<file path="src/rtl/ctx_sample_pkg.sv">
package ctx_sample_pkg;

  typedef struct packed {
    logic capture;
    logic readSel;
    logic accessErr;
  } ctrlStrobes_t;

endpackage

</file>
<file path="src/rtl/ctx_sample_ctrl.sv">
module ctx_sample_ctrl
  import ctx_sample_pkg::*;
#(
  parameter int ADDR_W  = 12,
  parameter logic [ADDR_W-1:0] ALIAS_A = 12'h208,
  parameter logic [ADDR_W-1:0] ALIAS_B = 12'h228
) (
  input  logic              busValid,
  input  logic              busWrite,
  input  logic [ADDR_W-1:0] busAddr,
  input  logic              corePowered,
  input  logic              doubleLock,
  input  logic              osLock,
  input  logic              pcSampleLoRead,
  output logic              busReady,
  output ctrlStrobes_t      strobes
);

  localparam int NUM_ALIAS = 2;
  localparam logic [NUM_ALIAS*ADDR_W-1:0] ALIAS_LIST = {ALIAS_B, ALIAS_A};

  logic [NUM_ALIAS-1:0] aliasHit;
  logic accessOk;
  logic anyHit;

  for (genvar i = 0; i < NUM_ALIAS; i++) begin : g_alias
    assign aliasHit[i] = (busAddr == ALIAS_LIST[i*ADDR_W +: ADDR_W]);
  end

  always_comb begin
    accessOk = corePowered && !doubleLock && !osLock;
    anyHit   = |aliasHit;
    strobes.accessErr = busValid && !accessOk;
    strobes.readSel   = busValid && !busWrite && accessOk && anyHit;
    strobes.capture   = pcSampleLoRead;
  end

  assign busReady = 1'b1;

endmodule

</file>
<file path="src/rtl/ctx_sample_dp.sv">
module ctx_sample_dp
  import ctx_sample_pkg::*;
#(
  parameter int DATA_W      = 32,
  parameter bit EL3_PRESENT = 1'b1,
  parameter bit FEATURE_EN  = 1'b1,
  parameter logic [DATA_W-1:0] RESET_VALUE = '0
) (
  input  logic              clk,
  input  logic              rstN,
  input  ctrlStrobes_t      strobes,
  input  logic              el1Is64,
  input  logic              el3Is32,
  input  logic              sampleSecure,
  input  logic [DATA_W-1:0] ctxId64,
  input  logic [DATA_W-1:0] ctxId32Sec,
  input  logic [DATA_W-1:0] ctxId32Ns,
  output logic [DATA_W-1:0] sampleVal,
  output logic [DATA_W-1:0] busRdata
);

  logic              useSecBank;
  logic [DATA_W-1:0] srcCtx;

  if (EL3_PRESENT) begin : g_banked
    assign useSecBank = el3Is32 && sampleSecure;
  end else begin : g_flat
    assign useSecBank = 1'b0;
  end

  always_comb begin
    if (el1Is64)         srcCtx = ctxId64;
    else if (useSecBank) srcCtx = ctxId32Sec;
    else                 srcCtx = ctxId32Ns;
  end

  if (FEATURE_EN) begin : g_present
    logic [DATA_W-1:0] sampleQ;
    always_ff @(posedge clk or negedge rstN) begin
      if (!rstN)                sampleQ <= RESET_VALUE;
      else if (strobes.capture) sampleQ <= srcCtx;
    end
    assign sampleVal = sampleQ;
  end else begin : g_absent
    assign sampleVal = '0;
  end

  assign busRdata = (strobes.readSel && !strobes.accessErr) ? sampleVal : '0;

endmodule

</file>
<file path="src/rtl/ctx_sample_capture.sv">
module ctx_sample_capture
  import ctx_sample_pkg::*;
#(
  parameter int DATA_W      = 32,
  parameter int ADDR_W      = 12,
  parameter bit EL3_PRESENT = 1'b1,
  parameter bit FEATURE_EN  = 1'b1,
  parameter logic [ADDR_W-1:0] ALIAS_A = 12'h208,
  parameter logic [ADDR_W-1:0] ALIAS_B = 12'h228,
  parameter logic [DATA_W-1:0] RESET_VALUE = '0
) (
  input  logic              clk,
  input  logic              rstN,
  input  logic              busValid,
  output logic              busReady,
  input  logic              busWrite,
  input  logic [ADDR_W-1:0] busAddr,
  output logic [DATA_W-1:0] busRdata,
  output logic              busErr,
  input  logic              corePowered,
  input  logic              doubleLock,
  input  logic              osLock,
  input  logic              pcSampleLoRead,
  input  logic              el1Is64,
  input  logic              el3Is32,
  input  logic              sampleSecure,
  input  logic [DATA_W-1:0] ctxId64,
  input  logic [DATA_W-1:0] ctxId32Sec,
  input  logic [DATA_W-1:0] ctxId32Ns
);

  ctrlStrobes_t      strobes;
  logic [DATA_W-1:0] sampleVal;

  ctx_sample_ctrl #(
    .ADDR_W (ADDR_W),
    .ALIAS_A(ALIAS_A),
    .ALIAS_B(ALIAS_B)
  ) ctrl_i (
    .busValid      (busValid),
    .busWrite      (busWrite),
    .busAddr       (busAddr),
    .corePowered   (corePowered),
    .doubleLock    (doubleLock),
    .osLock        (osLock),
    .pcSampleLoRead(pcSampleLoRead),
    .busReady      (busReady),
    .strobes       (strobes)
  );

  ctx_sample_dp #(
    .DATA_W     (DATA_W),
    .EL3_PRESENT(EL3_PRESENT),
    .FEATURE_EN (FEATURE_EN),
    .RESET_VALUE(RESET_VALUE)
  ) dp_i (
    .clk         (clk),
    .rstN        (rstN),
    .strobes     (strobes),
    .el1Is64     (el1Is64),
    .el3Is32     (el3Is32),
    .sampleSecure(sampleSecure),
    .ctxId64     (ctxId64),
    .ctxId32Sec  (ctxId32Sec),
    .ctxId32Ns   (ctxId32Ns),
    .sampleVal   (sampleVal),
    .busRdata    (busRdata)
  );

  assign busErr = strobes.accessErr;

endmodule

</file>
<file path="config.mk">
export PLATFORM = sky130hd
export DESIGN_NAME = ctx_sample_capture
export DESIGN_NICKNAME = d
export VERILOG_FILES = /design/src/rtl/ctx_sample_pkg.sv /design/src/rtl/ctx_sample_ctrl.sv /design/src/rtl/ctx_sample_dp.sv /design/src/rtl/ctx_sample_capture.sv
export SDC_FILE = /design/constraint.sdc
export NUM_CORES = 1
export LEC_CHECK = 0
export ABC_CLOCK_PERIOD_IN_PS = 3400
export BUFFER_PORTS_ARGS = -buffer_cell sky130_fd_sc_hd__buf_2
export CAP_MARGIN = 20
export CORE_MARGIN = 4
export CORE_UTILIZATION = 47
export CTS_BUF_LIST = sky130_fd_sc_hd__clkbuf_2
export CTS_CLUSTER_SIZE = 10
export DETAILED_ROUTE_END_ITERATION = 7
export MAX_ROUTING_LAYER = met4
export PLACE_DENSITY = 0.88
export SYNTH_ARGS = -nofsm -noshare
export SYNTH_HDL_FRONTEND = slang
export SYNTH_SLANG_ARGS = --single-unit
export TNS_END_PERCENT = 50
</file>
<file path="constraint.sdc">
create_clock -name clk -period 3.4 [get_ports clk]
set_clock_uncertainty 0.1 [all_clocks]
set_input_delay 0.68 -clock clk [delete_from_list [all_inputs] [get_ports clk]]
set_output_delay 0.68 -clock clk [all_outputs]
set_load 0.05 [all_outputs]
</file>
==> impl_metrics.tcl, run 1 <==
set metrics [dict create \
    diodes 0 \
    wire_per_inst_um 14.02 \
    vias_per_cell 5.091 \
    synth_edf_count 0 \
    ys_seq_area_share_pct 33.99 \
    ys_async_sr_fraction_pct 100.0 \
    syn_inst 259 \
    cts_setup_buffers 0 \
    die_x_um 78.80 \
    fin_tns_setup_ns 0 \
    path_common_cell "buf_2" \
    grt_overflow_total 0 \
    fp-row-count 25 \
    setup.worst_path.end_class "output port" \
    min_path_type "input port to asynchronous set/reset pin" \
    path_buf_inv 3 \
    finalPower_mw 0.9423 \
    synth_area_leaders "dfrtp_1 34%, mux2i_1 14%, nor3_2 12%" \
    antenna_found_initial 0 \
    tritoncts "done" \
    track_usage_pct 21.15 \
    place_area_um2 3097 \
    critPathTopFamily "buffers and inverters" \
    initial_core_util_pct 49.23 \
    avgSynthCellArea_um2 9.097 \
    ant_nets 0 \
    period_minus_slack_ns 2.860 \
    status "finished, final reports clean" \
    h-tree-depth 2 \
    synth_top_area_cell "dfrtp_1" \
    final_area_um2 3162 \
    grt_max_degree 65 \
    cts.sinks 32 \
    grt_pass1_vias 2252 \
    yosys_register_bits 32 \
    die_y_um 78.80 \
    cts.repair.resized 0 \
    timing.hold.ws_ns 0.2588 \
    ys_warn_count 0 \
    cts-hold-fix-buffers 0 \
    clock_path_buffers 2 \
    area_growth_pct 34.20 \
    slew_violations 0 \
    drv_cap 0 \
    ios 153 \
    ys_top_cells_by_count "32 x dfrtp_1, 32 x inv_1, 32 x mux2i_1, 32 x nand3_1, 32 x o21a_1" \
    cp_cell_sequence "buf_2 -> nor4b_2 -> nand4_2 -> buf_4 -> nor3_2 -> buf_2" \
    max_stage_delay_ns 0.32 \
    cts_buffers 5 \
    drc_errors 0 \
    synthFlopType "dfrtp_1" \
    synthDistinctLibCells 24 \
    synth_top_area_share_pct 33.99 \
    grt_pass1_wl_um 10200 \
    core_area_um2 4786 \
    drive_gt1_share_pct 50.13 \
    nFillCells 417 \
    fmax_mhz 349.6 \
    p_per_area_nw_per_um2 298.0 \
    final_util_pct 66.07 \
    p_leak_nw 1.693 \
    peakVddDrop_mv 0.2152 \
    multiInputGateArea_um2 1304 \
    critPathMaxFanout 32 \
    cts.clk_slew.worst_paths_ns 0.17 \
    cts-root-buf "clkbuf_2" \
    regArea_um2 800.8 \
    dieArea_um2 6209 \
    clk-insertion-delay-late_ns 0.35 \
    finalWirelength_um 6505 \
    port_buffers 150 \
    syn_nets 378 \
    nNetsFinal 515 \
    hpwlAfterDp_um 4765 \
    cp.arrival_ns 2.08 \
    syn_area_um2 2356 \
    maxSlewHeadroom_pct 34.80 \
    hold_violations 0 \
    largest_register_ffs 32 \
    initialDrtViolationCount 124 \
    rsz0062_at_grt "no" \
    crit_slowest_cell "nor4b_2" \
    first_pass_iters 4 \
    tightest_slew_ns 0.9746 \
    setup_viol 0 \
    dr_total_vias 2362 \
    required_ns 2.62 \
    fin_crit_sh_pct 84.13 \
    startpoint_type "input port" \
    crit_type "input port to output port" \
    place.gp.congestion 0.7511 \
]
[metrics by stage]
stage | setup slack (ns) | instances
floorplan | 0.3257 | 259
global placement | 0.5804 | 456
detailed placement | 0.5364 | 456
CTS | 0.5290 | 464
global route | 0.4434 | 464
finish | 0.5395 | 464
[cells in the final DEF, fill, tap and decap left out]
| master | netlist | layout |
|---|---|---|
| o21a_1 | 32 | 32 |
| nand3_1 | 32 | 32 |
| o21ai_0 | 26 | 26 |
| nor4b_2 | 1 | 1 |
| clkinv_2 | 0 | 1 |
| nand4_2 | 1 | 1 |
| nor4b_4 | 1 | 1 |
| nor3_1 | 2 | 2 |
| buf_2 | 9 | 150 |
| conb_1 | 1 | 1 |
| o21ai_1 | 6 | 6 |
| dfrtp_1 | 32 | 32 |
| nand2_2 | 0 | 1 |
| nand2b_1 | 1 | 1 |
| inv_1 | 32 | 32 |
| clkbuf_2 | 0 | 6 |
| mux2i_1 | 32 | 32 |
| nor3b_4 | 1 | 1 |
| nor3_4 | 1 | 1 |
| or3_2 | 0 | 1 |
| bufinv_16 | 0 | 1 |
| nor3_2 | 29 | 29 |
| buf_4 | 2 | 5 |
| nor2b_1 | 2 | 2 |
[worst register-to-register path, cell delays in order, from the launching register on]
cell,delay [ns]
dfrtp_1,0.42
inv_1,0.10
o21a_1,0.12
o21ai_0,0.07
[final cells by class]
cell class	count	share of cell area [%]
clock buffer	6	0.9497
clock inverter	2	1.108
inverter	32	3.799
multi-input combinational	170	41.23
sequential	32	25.33
tap	67	2.651
timing repair buffer	155	24.93
[power by group]
group | total (mW) | switching (mW) | internal, mW | leakage (nW)
clock | 0.256 | 0.129 | 0.127 | 0.0430
sequential | 0.436 | 0.0118 | 0.424 | 0.392
combinational | 0.250 | 0.132 | 0.117 | 1.26
[cells by family (layout without fill, tap and decap cells)]
family / count (synthesis) / in the layout / share of synthesized area [%]
buffers and inverters: 57 / 195 / 10.83
DFF: 32 / 32 / 33.99
other: 1 / 1 / 0.1592
muxes: 32 / 32 / 13.60
AOI/OAI and AO/OA: 64 / 64 / 16.99
and+or+nand+nor: 73 / 73 / 24.43
[layer usage]
layer	GRT usage (%)	share of wire (%)
met1	22.77	39
met4	6.818	1.7
met2	38.37	52
met3	4.875	7.4
met5	-	0
[path summary, 6_finish.rpt]
| path | endpoint | slack, ns | start | depth (start not counted) |
|---|---|---|---|---|
| hold / removal | dp_i.sampleVal[2]$_DFFE_PN0P_ | 0.26 | rstN | 1 |
| setup / recovery | busRdata[17] | 0.54 | busAddr[8] | 6 |
| max in group asynchronous | dp_i.sampleVal[22]$_DFFE_PN0P_ | 2.48 | rstN | 1 |
| min in group clk | dp_i.sampleVal[0]$_DFFE_PN0P_ | 0.50 | ctxId32Sec[0] | 3 |
| hold reg to reg | dp_i.sampleVal[0]$_DFFE_PN0P_ | 0.54 | dp_i.sampleVal[0]$_DFFE_PN0P_ | 3 |
| setup reg to reg | dp_i.sampleVal[10]$_DFFE_PN0P_ | 2.48 | dp_i.sampleVal[10]$_DFFE_PN0P_ | 3 |
No activity file was read; power rests on OpenSTA's default activity.
==> run 2: changes to the inputs <==
--- a/config.mk
+++ b/config.mk
@@ -5,16 +5,16 @@
 export SDC_FILE = /design/constraint.sdc
 export NUM_CORES = 1
 export LEC_CHECK = 0
-export ABC_CLOCK_PERIOD_IN_PS = 3400
+export ABC_CLOCK_PERIOD_IN_PS = 2300
 export BUFFER_PORTS_ARGS = -buffer_cell sky130_fd_sc_hd__buf_2
 export CAP_MARGIN = 20
 export CORE_MARGIN = 4
-export CORE_UTILIZATION = 47
+export CORE_UTILIZATION = 40
 export CTS_BUF_LIST = sky130_fd_sc_hd__clkbuf_2
 export CTS_CLUSTER_SIZE = 10
 export DETAILED_ROUTE_END_ITERATION = 7
 export MAX_ROUTING_LAYER = met4
-export PLACE_DENSITY = 0.88
+export PLACE_DENSITY = 0.8
 export SYNTH_ARGS = -nofsm -noshare
 export SYNTH_HDL_FRONTEND = slang
 export SYNTH_SLANG_ARGS = --single-unit
==> constraint.sdc (replaced) <==
create_clock -name clk -period 2.3 [get_ports clk]
set_clock_uncertainty 0.1 [all_clocks]
set_input_delay 0.46 -clock clk [delete_from_list [all_inputs] [get_ports clk]]
set_output_delay 0.46 -clock clk [all_outputs]
set_load 0.05 [all_outputs]
==> impl_metrics.tcl, run 2 (synthesized netlist as in run 1, its figures left out) <==
set metrics [dict create \
    routedLengthMet1_um 2483 \
    setup.worst_path.end_class "output port" \
    drc_errors 0 \
    grt_max_degree 33 \
    p_leak_nw 1.838 \
    drive_gt1_share_pct 50.00 \
    area_growth_pct 44.72 \
    cts_buffers 5 \
    r2r-start "dp_i.sampleVal[21]$_DFFE_PN0P_" \
    initial_core_util_pct 42.01 \
    placed_cells 465 \
    final_area_um2 3410 \
    crit_slowest_cell "nor4b_4" \
    r2r_slack_ns 1.38 \
    h-tree-depth 2 \
    antenna_found_initial 0 \
    grt_overflow_total 0 \
    startpoint_type "input port" \
    place.gp.congestion 0.7078 \
    maxSlewHeadroom_pct 51.21 \
    setup_viol 0 \
    cts.sinks 32 \
    core_area_um2 5608 \
    period_minus_slack_ns 2.269 \
    min_path_type "input port to asynchronous set/reset pin" \
    max_stage_delay_ns 0.33 \
    status "finished, final reports clean" \
    port_buffers 150 \
    fp-row-count 27 \
    place_area_um2 3286 \
    largest_register_ffs 32 \
    dieArea_um2 7182 \
    initialDrtViolationCount 94 \
    crit_type "input port to output port" \
    die_x_um 84.75 \
    peakVddDrop_mv 0.2521 \
    ant_nets 0 \
    cts_setup_buffers 0 \
    slew_violations 0 \
    clk-insertion-delay-late_ns 0.35 \
    dr_wl_met3_um 447 \
    required_ns 1.74 \
    top_layer_used "met4" \
    tritoncts "done" \
    wire_per_inst_um 14.35 \
    track_usage_pct 19.32 \
    cts-hold-fix-buffers 0 \
    diodes 0 \
    nNetsFinal 519 \
    critPathTopFamily "simple AND/OR/NAND/NOR gates" \
    fmax_mhz 440.7 \
    p_per_area_nw_per_um2 376.8 \
    fin_crit_sh_pct 98.66 \
    finalWirelength_um 6774 \
    grt_pass1_vias 2524 \
    grt_pass1_wl_um 11030 \
    hold_violations 0 \
    drv_cap 0 \
    critPathMaxFanout 18 \
    clock_path_buffers 2 \
    reg2reg_to "dp_i.sampleVal[21]$_DFFE_PN0P_" \
    hpwlAfterDp_um 5225 \
    ff2ff_path_depth 3 \
    path_buf_inv 3 \
    tightest_slew_ns 0.7319 \
    dr_wl_met2_um 3768 \
    final_util_pct 60.80 \
    instances_no_fill 472 \
    dr_total_vias 2365 \
    cp.arrival_ns 1.71 \
    mostFrequentLayoutCell "buf_2" \
    cts-root-buf "clkbuf_2" \
    first_pass_iters 4 \
    vias_per_cell 5.011 \
    ios 153 \
    die_y_um 84.75 \
    fin_tns_setup_ns 0 \
    cts.clk_slew.worst_paths_ns 0.16 \
    cp_cell_sequence "buf_2 -> nor4b_4 -> nand4_4 -> buf_12 -> nor3_1 -> buf_4" \
]
-- run 2: worst max path at each step --
| stage | from | to | slack, ns | cells past startpoint |
|---|---|---|---|---|
| floorplan | busAddr[8] | busRdata[0] | -0.33 | 3 |
| global placement | busAddr[8] | busRdata[12] | -0.04 | 6 |
| detailed placement | busAddr[8] | busRdata[20] | -0.06 | 6 |
| CTS | busWrite | busRdata[10] | 0.003 | 6 |
| global route | busAddr[8] | busRdata[8] | -0.01 | 6 |
| finish | busAddr[8] | busRdata[0] | 0.03 | 6 |
-- run 2: timing repair --
action                     CTS  global route
pin swaps                    0             2
gates resized for setup      7            37
setup endpoints to repair   32            28
-- run 2: worst reg2reg max path, cell delays in order (launching register included) --
cell and delay (ns):
dfrtp_1 0.40, inv_1 0.11, o21a_1 0.13, o21ai_0 0.08
-- run 2: report_power, final --
group	total (mW)	switching (mW)	internal, mW
Sequential	0.645	0.0176	0.627
Combinational	0.395	0.213	0.182
Clock	0.244	0.182	0.0627
Total	1.28	0.413	0.872
-- run 2: stage by stage --
step / hold WS, ns / setup WS [ns] / power [mW]
global route: 0.06259 / -0.01459 / 1.383
detailed placement: 0.4698 / -0.06039 / 1.056
global placement: 0.4567 / -0.03629 / 1.036
finish: 0.02920 / 0.03088 / 1.285
CTS: 0.03390 / 0.002994 / 1.311
floorplan: 0.06441 / -0.3343 / 0.8911
-- run 2: layer usage --
metal | global-route usage [%] | vias up
li1 | - | 1180
met1 | 19.61 | 1091
met2 | 37.86 | 88
met3 | 3.238 | 6
met4 | 4.748 | 0
met5 | - | -
-- run 2: layout make-up --
type / instances / area, um2
fill: 516 / 2198
multi-input combinational: 170 / 1403
timing repair buffer: 159 / 963.4
sequential: 32 / 800.8
inverter: 32 / 120.1
tap: 72 / 90.09
clock buffer: 5 / 25.02
clock inverter: 2 / 7.507
